==> src/rtl/step_seq_pkg.sv <==
package step_seq_pkg;

  typedef enum logic [2:0] {
    ST_IDLE,
    ST_SETUP,
    ST_CHECK,
    ST_PULSE,
    ST_GAP,
    ST_WAITSC,
    ST_DONE
  } seq_state_e;

  // Clocks between falling edges for a rate code.
  function automatic int unsigned rate_period(int unsigned rate, int unsigned tick_div);
    return (rate + 1) * tick_div;
  endfunction

  // Applies a lower bound to a period.
  function automatic int unsigned floor_period(int unsigned p, int unsigned floor_clks);
    return (p < floor_clks) ? floor_clks : p;
  endfunction

  // Number of cylinders between two positions.
  function automatic int unsigned cyl_span(int unsigned a, int unsigned b);
    return (a > b) ? (a - b) : (b - a);
  endfunction

endpackage

==> src/rtl/step_timer.sv <==
module step_timer #(
  parameter int unsigned W = 8
) (
  input  logic         clk,
  input  logic         rst_n,
  input  logic         load_i,
  input  logic [W-1:0] val_i,
  output logic         zero_o
);
  logic [W-1:0] cnt_q;

  always_ff @(posedge clk or negedge rst_n) begin
    if (!rst_n)           cnt_q <= '0;
    else if (load_i)      cnt_q <= val_i;
    else if (cnt_q != '0) cnt_q <= cnt_q - 1'b1;
  end

  assign zero_o = (cnt_q == '0);
endmodule

==> src/rtl/step_tally.sv <==
module step_tally #(
  parameter int unsigned CNT_W = 11
) (
  input  logic             clk,
  input  logic             rst_n,
  input  logic             load_i,
  input  logic [CNT_W-1:0] span_i,
  input  logic             issue_i,
  output logic [CNT_W-1:0] issued_o,
  output logic             left_zero_o
);
  logic [CNT_W-1:0] left_q;
  logic [CNT_W-1:0] issued_q;

  always_ff @(posedge clk or negedge rst_n) begin
    if (!rst_n) begin
      left_q   <= '0;
      issued_q <= '0;
    end else if (load_i) begin
      left_q   <= span_i;
      issued_q <= '0;
    end else if (issue_i) begin
      if (left_q != '0) left_q <= left_q - 1'b1;
      issued_q <= issued_q + 1'b1;
    end
  end

  assign issued_o    = issued_q;
  assign left_zero_o = (left_q == '0);
endmodule

==> src/rtl/step_seq.sv <==
module step_seq
  import step_seq_pkg::*;
#(
  parameter int unsigned CYL_W       = 10,
  parameter int unsigned RATE_W      = 4,
  parameter int unsigned TICK_DIV    = 8,
  parameter int unsigned PULSE_W     = 3,
  parameter int unsigned FD_MIN_CLKS = 40,
  parameter int unsigned HD_LIMIT    = 1023,
  parameter int unsigned FD_LIMIT    = 256
) (
  input  logic              clk,
  input  logic              rst_n,
  input  logic              start_i,
  input  logic              restore_i,
  input  logic              floppy_i,
  input  logic [CYL_W-1:0]  cur_cyl_i,
  input  logic [CYL_W-1:0]  tgt_cyl_i,
  input  logic [RATE_W-1:0] rate_i,
  input  logic              trk0_i,
  input  logic              seek_cmplt_i,
  output logic              step_n_o,
  output logic              dir_o,
  output logic              done_o,
  output logic              trk0_err_o
);
  localparam int unsigned RATE_MAXP = (2 ** RATE_W) * TICK_DIV;
  localparam int unsigned MAX_P     = (RATE_MAXP > FD_MIN_CLKS) ? RATE_MAXP : FD_MIN_CLKS;
  localparam int unsigned TMR_W     = $clog2(MAX_P + 1);
  localparam int unsigned LIM_MAX   = (HD_LIMIT > FD_LIMIT) ? HD_LIMIT : FD_LIMIT;
  localparam int unsigned SPAN_MAX  = 2 ** CYL_W;
  localparam int unsigned CNT_W     = $clog2(((LIM_MAX > SPAN_MAX) ? LIM_MAX : SPAN_MAX) + 1);

  seq_state_e        state_q, state_d;
  logic              restore_q, floppy_q, dir_q, err_q;
  logic [RATE_W-1:0] rate_q;
  logic [CNT_W-1:0]  limit_q;

  // Named internal events.
  logic              ev_accept, ev_issue, ev_finish, ev_limit;
  logic              hd_restore, tmr_zero, tmr_load, left_zero;
  logic [TMR_W-1:0]  tmr_val;
  logic [CNT_W-1:0]  issued, span;
  int unsigned       period_clks, gap_clks;

  assign hd_restore = restore_q && !floppy_q;
  assign ev_accept  = (state_q == ST_IDLE) && start_i;
  assign span       = CNT_W'(cyl_span(32'(cur_cyl_i), 32'(tgt_cyl_i)));

  assign period_clks = (restore_q && floppy_q)
                     ? floor_period(rate_period(32'(rate_q), TICK_DIV), FD_MIN_CLKS)
                     : rate_period(32'(rate_q), TICK_DIV);
  assign gap_clks    = period_clks - PULSE_W - 1;

  // Decision taken in the check cycle before every step.
  always_comb begin
    ev_issue  = 1'b0;
    ev_finish = 1'b0;
    ev_limit  = 1'b0;
    if (state_q == ST_CHECK) begin
      if (restore_q) begin
        if (trk0_i)                  ev_finish = 1'b1;
        else if (issued == limit_q) begin
          ev_finish = 1'b1;
          ev_limit  = 1'b1;
        end else                     ev_issue  = 1'b1;
      end else begin
        if (left_zero || (dir_q && trk0_i)) ev_finish = 1'b1;
        else                                ev_issue  = 1'b1;
      end
    end
  end

  always_comb begin
    state_d = state_q;
    unique case (state_q)
      ST_IDLE:   if (start_i) state_d = ST_SETUP;
      ST_SETUP:  state_d = ST_CHECK;
      ST_CHECK:  state_d = ev_finish ? ST_DONE : ST_PULSE;
      ST_PULSE:  if (tmr_zero) state_d = hd_restore ? ST_WAITSC : ST_GAP;
      ST_GAP:    if (tmr_zero) state_d = ST_CHECK;
      ST_WAITSC: if (seek_cmplt_i) state_d = ST_CHECK;
      ST_DONE:   state_d = ST_IDLE;
      default:   state_d = ST_IDLE;
    endcase
  end

  assign tmr_load = ev_issue || ((state_q == ST_PULSE) && tmr_zero && !hd_restore);
  assign tmr_val  = (state_q == ST_CHECK) ? TMR_W'(PULSE_W - 1) : TMR_W'(gap_clks - 1);

  always_ff @(posedge clk or negedge rst_n) begin
    if (!rst_n) begin
      state_q   <= ST_IDLE;
      restore_q <= 1'b0;
      floppy_q  <= 1'b0;
      dir_q     <= 1'b0;
      err_q     <= 1'b0;
      rate_q    <= '0;
      limit_q   <= '0;
    end else begin
      state_q <= state_d;
      if (ev_accept) begin
        restore_q <= restore_i;
        floppy_q  <= floppy_i;
        dir_q     <= restore_i || (tgt_cyl_i < cur_cyl_i);
        err_q     <= 1'b0;
        rate_q    <= rate_i;
        limit_q   <= CNT_W'(floppy_i ? FD_LIMIT : HD_LIMIT);
      end else if (ev_limit) begin
        err_q <= 1'b1;
      end
    end
  end

  step_timer #(.W(TMR_W)) u_timer (
    .clk(clk), .rst_n(rst_n), .load_i(tmr_load), .val_i(tmr_val), .zero_o(tmr_zero)
  );

  step_tally #(.CNT_W(CNT_W)) u_tally (
    .clk(clk), .rst_n(rst_n), .load_i(ev_accept), .span_i(span),
    .issue_i(ev_issue), .issued_o(issued), .left_zero_o(left_zero)
  );

  assign step_n_o   = (state_q != ST_PULSE);
  assign dir_o      = dir_q;
  assign done_o     = (state_q == ST_DONE);
  assign trk0_err_o = err_q;

  // Observation counter for the low-width property.
  logic [TMR_W-1:0] low_cnt_q;
  always_ff @(posedge clk or negedge rst_n) begin
    if (!rst_n)        low_cnt_q <= '0;
    else if (step_n_o) low_cnt_q <= '0;
    else               low_cnt_q <= low_cnt_q + 1'b1;
  end

  assert_low_width_R3: assert property (@(posedge clk) disable iff (!rst_n)
    $rose(step_n_o) |-> (low_cnt_q == TMR_W'(PULSE_W)));

  assert_dir_steady_R2: assert property (@(posedge clk) disable iff (!rst_n)
    ((state_q != ST_IDLE) && ($past(state_q) != ST_IDLE)) |-> $stable(dir_o));

  assert_trk0_before_step_R5: assert property (@(posedge clk) disable iff (!rst_n)
    ($fell(step_n_o) && dir_o) |-> !$past(trk0_i));

  assert_limit_bound_R7: assert property (@(posedge clk) disable iff (!rst_n)
    restore_q |-> (issued <= limit_q));

  assert_err_with_done_R7: assert property (@(posedge clk) disable iff (!rst_n)
    $rose(trk0_err_o) |-> done_o);

  assert_done_single_R11: assert property (@(posedge clk) disable iff (!rst_n)
    done_o |=> !done_o);

  assert_done_step_idle_R11: assert property (@(posedge clk) disable iff (!rst_n)
    done_o |-> step_n_o);

endmodule

==> config.mk <==
export PLATFORM = sky130hd
export DESIGN_NAME = step_seq
export DESIGN_NICKNAME = d
export VERILOG_FILES = /design/src/rtl/step_seq_pkg.sv /design/src/rtl/step_timer.sv /design/src/rtl/step_tally.sv /design/src/rtl/step_seq.sv
export SDC_FILE = /design/constraint.sdc
export NUM_CORES = 1
export LEC_CHECK = 0
export BUFFER_PORTS_ARGS = -buffer_cell sky130_fd_sc_hd__buf_4
export CAP_MARGIN = 40
export CORE_MARGIN = 2
export CORE_UTILIZATION = 25
export DETAILED_ROUTE_END_ITERATION = 10
export PLACE_DENSITY = 0.44
export RECOVER_POWER = 25
export SLEW_MARGIN = 30
export SYNTH_ARGS = -nofsm -noshare
export SYNTH_HDL_FRONTEND = slang
export SYNTH_SLANG_ARGS = --single-unit
export TNS_END_PERCENT = 50
==> constraint.sdc <==
create_clock -name clk -period 2.76 [get_ports clk]
set_clock_uncertainty 0.1 [all_clocks]
set_input_delay 0.552 -clock clk [delete_from_list [all_inputs] [get_ports clk]]
set_output_delay 0.552 -clock clk [all_outputs]
set_load 0.05 [all_outputs]
==> metrics.json, run 1 <==
{
  "final_common_cell": {"value": "sky130_fd_sc_hd__buf_4"},
  "grt_max_degree": {"value": 44},
  "setup_tns": {"value": 0, "unit": "ns"},
  "rsz0062_at_grt": {"value": "no"},
  "timing_worst_setup_path_type": {"value": "reg -> reg"},
  "yosysWarningCount": {"value": 0},
  "cp_data_arrival_time": {"value": 2.59, "unit": "ns"},
  "required": {"value": 2.83, "unit": "ns"},
  "yosys_most_used_dff": {"value": "sky130_fd_sc_hd__dfrtp_1"},
  "cts_hold_buffers": {"value": 0},
  "tritoncts": {"value": "yes"},
  "clockRootBuffer": {"value": "sky130_fd_sc_hd__clkbuf_16"},
  "first_global_vias": {"value": 2976},
  "postCtsSetupBuffers": {"value": 0},
  "average_vias_per_placed_instance": {"value": 4.72},
  "cpLargestDelayFamily": {"value": "compound AO/OA/AOI/OAI gates"},
  "status": {"value": "complete, no violations"},
  "max-slew-margin-rel": {"value": 24.2, "unit": "%"},
  "die_area": {"value": 15000, "unit": "um^2"},
  "post_synth_main_area_contributors": {"value": "sky130_fd_sc_hd__dfrtp_1, sky130_fd_sc_hd__ha_1, sky130_fd_sc_hd__xnor2_1"},
  "routed_wl": {"value": 8.29, "unit": "mm"},
  "synth_enable_flop_cells": {"value": 0},
  "slowest_stage_cell_cp": {"value": "sky130_fd_sc_hd__dfrtp_1"},
  "worst_setup_path_end_kind": {"value": "flip-flop"},
  "post-synth-top-area-cell": {"value": "sky130_fd_sc_hd__dfrtp_1"},
  "h-tree-depth": {"value": 2},
  "synthCells": {"value": 403},
  "synth.distinct_cells": {"value": 65},
  "drt_pre_antenna_iters": {"value": 4},
  "n_antenna_cell": {"value": 0},
  "core_area": {"value": 13800, "unit": "um^2"},
  "maxCapViolations": {"value": 0},
  "gates_resized_cts_repair": {"value": 0},
  "final_min_period_over_clock_period": {"value": 91.1, "unit": "%"},
  "detail_route.iter0.violations": {"value": 118},
  "pwr_density_cell": {"value": 398, "unit": "nW/um^2"},
  "clock_insertion_delay_worst_skew": {"value": 0.28, "unit": "ns"},
  "finalMaxSlewViolations": {"value": 0},
  "io-pin-count": {"value": 35},
  "flow.area_growth_from_synthesis": {"value": 19.6, "unit": "%"},
  "min_period": {"value": 2.51, "unit": "ns"},
  "floorplan.rows": {"value": 43},
  "syn_area_per_cell": {"value": 8.70, "unit": "um^2"},
  "finalHoldViolations": {"value": 0},
  "critical_path_cell_by_cell": {"value": "ha_1 > mux2_2 > a221oi_2 > nand2_1 > o21ai_1 > ha_1 > nand2_1 > nor2_1 > a31oi_1 > o32ai_1"},
  "synth_nets": {"value": 463},
  "floorplan.initialDensity": {"value": 25.5, "unit": "%"},
  "final-instance-count-excl-fill": {"value": 628},
  "slowest_stage_delay_on_critical_path": {"value": 0.38, "unit": "ns"},
  "finalWeightedCongestion": {"value": 0.772},
  "syn_area": {"value": 3510, "unit": "um^2"},
  "final_antenna_net_count": {"value": 0},
  "dp_hpwl": {"value": 6.47, "unit": "mm"},
  "setup_viol": {"value": 0},
  "clkSlewWorstSetupHoldPaths": {"value": 0.06, "unit": "ns"},
  "layout_common_cells": {"value": "sky130_fd_sc_hd__buf_4, sky130_fd_sc_hd__dfrtp_1, sky130_fd_sc_hd__inv_1, sky130_fd_sc_hd__nor2_1, sky130_fd_sc_hd__a21oi_1"},
  "grt_pass1_wl": {"value": 14.2, "unit": "mm"},
  "cts_max_path_bufs": {"value": 2},
  "grtUsageTotal": {"value": 11.7, "unit": "%"},
  "vertical_extent_of_the_die": {"value": 122, "unit": "um"},
  "tightest_pin_transition": {"value": 1.14, "unit": "ns"},
  "synth_async_sr_flop_share": {"value": 100, "unit": "%"},
  "cellLeakagePower": {"value": 0.00189, "unit": "uW"},
  "layout-drive-gt1-share": {"value": 19.4, "unit": "%"},
  "antenna_found_initial": {"value": 0},
  "grt_overflow": {"value": 0},
  "routed_wire_length_per_instance": {"value": 13.2, "unit": "um"},
  "die_x": {"value": 122, "unit": "um"},
  "synth-seq-area-share": {"value": 30.7, "unit": "%"},
  "numPlacedInstances": {"value": 622},
  "postSynthRegisterBits": {"value": 43},
  "cp_num_buf_inv": {"value": 0},
  "worstSetupStartpointType": {"value": "flip-flop"},
  "ir_drop": {"value": 0.253, "unit": "mV"},
  "dr_total_vias": {"value": 2967},
  "port-buffer-count": {"value": 34},
  "design.final.nets": {"value": 509},
  "crit_path_max_fanout": {"value": 4},
  "finalCoreUtilization": {"value": 30.4, "unit": "%"},
  "cts-buffers-inserted": {"value": 5},
  "drt_drc_violations_left": {"value": 0},
  "cts.sink_count": {"value": 43},
  "hold_path_class": {"value": "in -> reg"},
  "fmax": {"value": 398, "unit": "MHz"},
  "yosysTopAreaCellShare": {"value": 30.7, "unit": "%"}
}
## synthesized netlist by cell type (3+ instances only)
cell / count
sky130_fd_sc_hd__o21ai_0: 19
sky130_fd_sc_hd__dfrtp_1: 43
sky130_fd_sc_hd__nor2b_1: 6
sky130_fd_sc_hd__nor4_1: 4
sky130_fd_sc_hd__nand2_1: 23
sky130_fd_sc_hd__mux2_2: 10
sky130_fd_sc_hd__xor2_1: 14
sky130_fd_sc_hd__xnor2_1: 17
sky130_fd_sc_hd__nor3_1: 9
sky130_fd_sc_hd__and3_1: 4
sky130_fd_sc_hd__o21ai_1: 10
sky130_fd_sc_hd__nand2b_1: 5
sky130_fd_sc_hd__nand4_1: 6
sky130_fd_sc_hd__a31oi_1: 3
sky130_fd_sc_hd__or3_1: 5
sky130_fd_sc_hd__nor2_1: 31
sky130_fd_sc_hd__buf_2: 4
sky130_fd_sc_hd__mux2i_1: 13
sky130_fd_sc_hd__o21a_1: 4
sky130_fd_sc_hd__a21oi_1: 28
sky130_fd_sc_hd__clkbuf_1: 7
sky130_fd_sc_hd__ha_1: 27
sky130_fd_sc_hd__o211ai_1: 3
sky130_fd_sc_hd__nand3_1: 18
sky130_fd_sc_hd__o22ai_1: 6
sky130_fd_sc_hd__inv_1: 32
sky130_fd_sc_hd__buf_6: 3
## cell type report
cell class / count / area, um^2
Tap cell: 180 / 225
Sequential cell: 43 / 1080
Clock buffer: 6 / 129
Fill cell: 1481 / 9580
Multi-Input combinational cell: 310 / 2220
Timing Repair Buffer: 57 / 425
Inverter: 32 / 120
## cells by family (layout without fill, tap and decap cells)
logic type / count (synthesis) / in the layout / synth area share, %
buffers and inverters: 50 / 95 / 6.39
and+or+nand+nor: 130 / 130 / 19.8
xor gates and xnor gates: 31 / 31 / 7.74
DFF: 43 / 43 / 30.7
AOI/OAI and AO/OA: 97 / 97 / 17.6
muxes: 23 / 23 / 6.92
adders and majority gates: 29 / 29 / 10.8
## state kept, by name, summed over array words and instances (netlist names)
register / count
dir_o: 1
floppy_q: 1
limit_q: 2
rate_q: 4
restore_q: 1
state_q: 3
trk0_err_o: 1
u_tally.issued_o: 11
u_tally.left_q: 11
u_timer.cnt_q: 8
## power by group
group	total (uW)	switching (uW)	internal, uW	leakage [uW]
Sequential	693	32.3	661	0.000549
Clock	547	221	325	0.0000628
Combinational	431	227	204	0.00128
## path summary, 6_finish.rpt
path / startpoint / end / slack, ns / cells past startpoint
worst max-delay path: rate_q[0] / u_timer.cnt_q[7] / 0.25 / 10
worst min-delay path: floppy_i / limit_q[7] / 0.36 / 2
worst max register to register: rate_q[0] / u_timer.cnt_q[7] / 0.25 / 10
worst min register to register: trk0_err_o / trk0_err_o / 0.39 / 2
max in group asynchronous: rst_n / u_tally.issued_o[1] / 1.48 / 1
min in group asynchronous: rst_n / u_tally.issued_o[6] / 0.39 / 1
## through the flow
step / total power (uW) / hold slack [ns] / worst slack [ns] / instance area (um^2)
2_1_floorplan: 980 / 0.156 / 0.0991 / 3510
5_1_grt: 1780 / 0.364 / 0.0392 / 4190
3_3_place_gp: 1140 / 0.377 / 0.121 / 4060
3_5_place_dp: 1140 / 0.376 / 0.0590 / 4060
6_report: 1670 / 0.359 / 0.245 / 4190
4_1_cts: 1700 / 0.200 / 0.140 / 4190
## layer usage
| layer | track usage [%] | wire length, um | vias up |
|---|---|---|---|
| met2 | 19.1 | 3840 | 47 |
| met1 | 16.2 | 4090 | 1392 |
| met3 | 1.63 | 254 | 8 |
| li1 | - | - | 1520 |
| met5 | 0 | 0 | - |
| met4 | 3.45 | 103 | 0 |
Note: power is estimated with default switching activity, not from simulation.
==> inputs of run 2 (changes only) <==
--- a/config.mk
+++ b/config.mk
@@ -5,6 +5,7 @@
 export SDC_FILE = /design/constraint.sdc
 export NUM_CORES = 1
 export LEC_CHECK = 0
+export ABC_AREA = 1
 export BUFFER_PORTS_ARGS = -buffer_cell sky130_fd_sc_hd__buf_4
 export CAP_MARGIN = 40
 export CORE_MARGIN = 2
==> run 2 against run 1 <==
Synthesized cell count increased by 56%. Largest power group is now combinational cells. Sequential share of layout area shrank 2.9 points. Cell count is 40% higher. Critical path type is now in -> reg.
==> metrics.json, run 2 <==
{
  "n_antenna_cell": {"value": 0},
  "floorplan.initialDensity": {"value": 25.6, "unit": "%"},
  "slowest_stage_delay_on_critical_path": {"value": 0.43, "unit": "ns"},
  "grtUsageTotal": {"value": 12.3, "unit": "%"},
  "routed_wl": {"value": 10.2, "unit": "mm"},
  "status": {"value": "complete, no violations"},
  "dp_hpwl": {"value": 8.04, "unit": "mm"},
  "dr_total_vias": {"value": 3825},
  "gr-usage-met2": {"value": 21.0, "unit": "%"},
  "grt_pass1_wl": {"value": 17.8, "unit": "mm"},
  "postCtsSetupBuffers": {"value": 0},
  "synth_commonest_cells": {"value": "sky130_fd_sc_hd__nand2_1, sky130_fd_sc_hd__inv_1, sky130_fd_sc_hd__nand3_1, sky130_fd_sc_hd__nor2_1, sky130_fd_sc_hd__dfrtp_1"},
  "syn_area": {"value": 4090, "unit": "um^2"},
  "layout_common_cells": {"value": "sky130_fd_sc_hd__nand2_1, sky130_fd_sc_hd__inv_1, sky130_fd_sc_hd__nand3_1, sky130_fd_sc_hd__nor2_1, sky130_fd_sc_hd__dfrtp_1"},
  "cts_hold_buffers": {"value": 0},
  "globalRouteMet3Util": {"value": 1.73, "unit": "%"},
  "finalMaxSlewViolations": {"value": 0},
  "worst_r2r_startpoint": {"value": "rate_q[0]"},
  "worst_setup_path_end_kind": {"value": "flip-flop"},
  "port-buffer-count": {"value": 34},
  "io-pin-count": {"value": 35},
  "endpoint": {"value": "u_tally.left_q[8]"},
  "post_synth_main_area_contributors": {"value": "sky130_fd_sc_hd__dfrtp_1, sky130_fd_sc_hd__nand2_1, sky130_fd_sc_hd__nand3_1"},
  "cellLeakagePower": {"value": 0.00252, "unit": "uW"},
  "setup_viol": {"value": 0},
  "finalWeightedCongestion": {"value": 0.842},
  "max-slew-margin-rel": {"value": 23.7, "unit": "%"},
  "cp_data_arrival_time": {"value": 2.39, "unit": "ns"},
  "h-tree-depth": {"value": 2},
  "synth_nets": {"value": 689},
  "yosys_most_used_dff": {"value": "sky130_fd_sc_hd__dfrtp_1"},
  "layout-drive-gt1-share": {"value": 11.9, "unit": "%"},
  "post-synth-top-area-cell": {"value": "sky130_fd_sc_hd__dfrtp_1"},
  "grt_most_used_layer": {"value": "met2"},
  "worstSetupStartpoint": {"value": "cur_cyl_i[0]"},
  "pwr_density_cell": {"value": 817, "unit": "nW/um^2"},
  "min_period": {"value": 2.32, "unit": "ns"},
  "clock_insertion_delay_worst_skew": {"value": 0.29, "unit": "ns"},
  "rsz0062_at_grt": {"value": "no"},
  "timing.hold.ws": {"value": 0.368, "unit": "ns"},
  "synth.distinct_cells": {"value": 42},
  "drt_drc_violations_left": {"value": 0},
  "clkSlewWorstSetupHoldPaths": {"value": 0.06, "unit": "ns"},
  "final_antenna_net_count": {"value": 0},
  "slowest_stage_cell_cp": {"value": "sky130_fd_sc_hd__fa_1"},
  "logic_depth_of_the_worst_path_buffers_included": {"value": 11},
  "synth-seq-area-share": {"value": 26.3, "unit": "%"},
  "grt_max_degree": {"value": 44},
  "average_vias_per_placed_instance": {"value": 4.35},
  "yosysWarningCount": {"value": 0},
  "first_global_vias": {"value": 3742},
  "cp_num_buf_inv": {"value": 1},
  "antenna_found_initial": {"value": 0},
  "clockRootBuffer": {"value": "sky130_fd_sc_hd__clkbuf_16"},
  "fmax": {"value": 431, "unit": "MHz"},
  "gates_resized_cts_repair": {"value": 0},
  "yosysTopAreaCellShare": {"value": 26.3, "unit": "%"},
  "tightest_pin_transition": {"value": 1.14, "unit": "ns"},
  "worstSetupStartpointType": {"value": "input port"},
  "drt_pre_antenna_iters": {"value": 4},
  "cpLargestDelayFamily": {"value": "adder cells"},
  "syn_area_per_cell": {"value": 6.50, "unit": "um^2"},
  "maxCapViolations": {"value": 0},
  "final_min_period_over_clock_period": {"value": 84.0, "unit": "%"},
  "crit_path_top_cell_by_count": {"value": "sky130_fd_sc_hd__nand2_1"},
  "required": {"value": 2.83, "unit": "ns"},
  "setup_tns": {"value": 0, "unit": "ns"},
  "cts_max_path_bufs": {"value": 2},
  "vertical_extent_of_the_die": {"value": 132, "unit": "um"},
  "synth_enable_flop_cells": {"value": 0},
  "critical_path_cell_by_cell": {"value": "buf_4 > ha_1 > fa_1 > o21ai_0 > nand2_1 > nand3_1 > nand2_1 > nand2_1 > nand3_1 > nand3_1 > nand2_1"},
  "die_x": {"value": 132, "unit": "um"},
  "post-synth-top-count-cell": {"value": "sky130_fd_sc_hd__nand2_1"},
  "final_common_cell": {"value": "sky130_fd_sc_hd__nand2_1"},
  "synth_async_sr_flop_share": {"value": 100, "unit": "%"},
  "flow.area_growth_from_synthesis": {"value": 15.5, "unit": "%"},
  "crit_path_max_fanout": {"value": 3},
  "hold_path_class": {"value": "in -> reg"},
  "cts.sink_count": {"value": 43},
  "routed_wire_length_per_instance": {"value": 11.6, "unit": "um"},
  "postSynthRegisterBits": {"value": 43},
  "grt_overflow": {"value": 0},
  "core_area": {"value": 15900, "unit": "um^2"},
  "r2r_slack": {"value": 0.47, "unit": "ns"},
  "cts-buffers-inserted": {"value": 5},
  "regToRegEndpoint": {"value": "u_timer.cnt_q[7]"},
  "finalHoldViolations": {"value": 0},
  "synthCells": {"value": 629},
  "tritoncts": {"value": "yes"},
  "detail_route.iter0.violations": {"value": 131},
  "design.final.nets": {"value": 722},
  "floorplan.rows": {"value": 46},
  "use_met1": {"value": 16.2, "unit": "%"},
  "die_area": {"value": 17400, "unit": "um^2"},
  "reg2reg_depth": {"value": 12},
  "layout.filler_cells": {"value": 1799},
  "ir_drop": {"value": 0.263, "unit": "mV"},
  "timing_worst_setup_path_type": {"value": "in -> reg"}
}
[run 2: how the worst min path moves through the flow]
stage / end / cells after the start / startpoint
2_1_floorplan: dir_o / 0 / rst_n
3_3_place_gp: limit_q[8] / 2 / limit_q[8]
3_5_place_dp: limit_q[8] / 2 / limit_q[8]
4_1_cts: rate_q[3] / 1 / rst_n
5_1_grt: rate_q[1] / 3 / rate_i[1]
6_report: rate_q[2] / 3 / rate_i[2]
[run 2: worst min-delay path: cells and delay by family]
kind	cells	cell delay, ns
buffers and inverters	1	0.08
and+or+nand+nor	2	0.09
[run 2: kinds of logic (layout without fill, tap and decap cells)]
logic type                 count (synthesis)  count (layout)  synth area share [%]
AOI/OAI and AO/OA                         54              54                  7.62
DFF                                       43              43                  26.3
xor gates and xnor gates                  28              28                  6.00
adders and majority gates                 29              29                  9.24
buffers and inverters                    115             149                  11.4
and+or+nand+nor                          360             360                  39.4
[run 2: routing by layer]
layer,vias to the layer above,routed length (um)
met5,-,0
met4,0,95
met1,1715,5030
li1,2040,-
met3,6,267
met2,64,4770
[run 2: layout make-up]
class	count	area, um^2	share of cell area [%]
tap	216	270	5.72
multi-input combinational	471	2550	53.9
clock buffer	8	156	3.31
timing repair buffer	39	290	6.15
sequential	43	1080	22.8
inverter	102	384	8.13
[run 2: through the flow]
step	total power, uW	setup slack, ns	instances	cell area (um^2)	utilization, %
6_report	3860	0.442	879	4720	29.6
5_1_grt	4300	0.266	879	4720	29.6
3_3_place_gp	3240	0.148	871	4570	28.7
4_1_cts	3920	0.418	879	4730	29.6
2_1_floorplan	2790	0.578	629	4090	-
3_5_place_dp	3270	0.111	871	4570	28.7
[run 2: where the power goes]
| part | total [uW] | internal, uW | switching (uW) | leakage, uW |
|---|---|---|---|---|
| Clock | 625 | 385 | 239 | 0.0000772 |
| Sequential | 1100 | 888 | 215 | 0.000542 |
| Combinational | 2130 | 760 | 1370 | 0.00190 |
| Total | 3860 | 2030 | 1820 | 0.00252 |
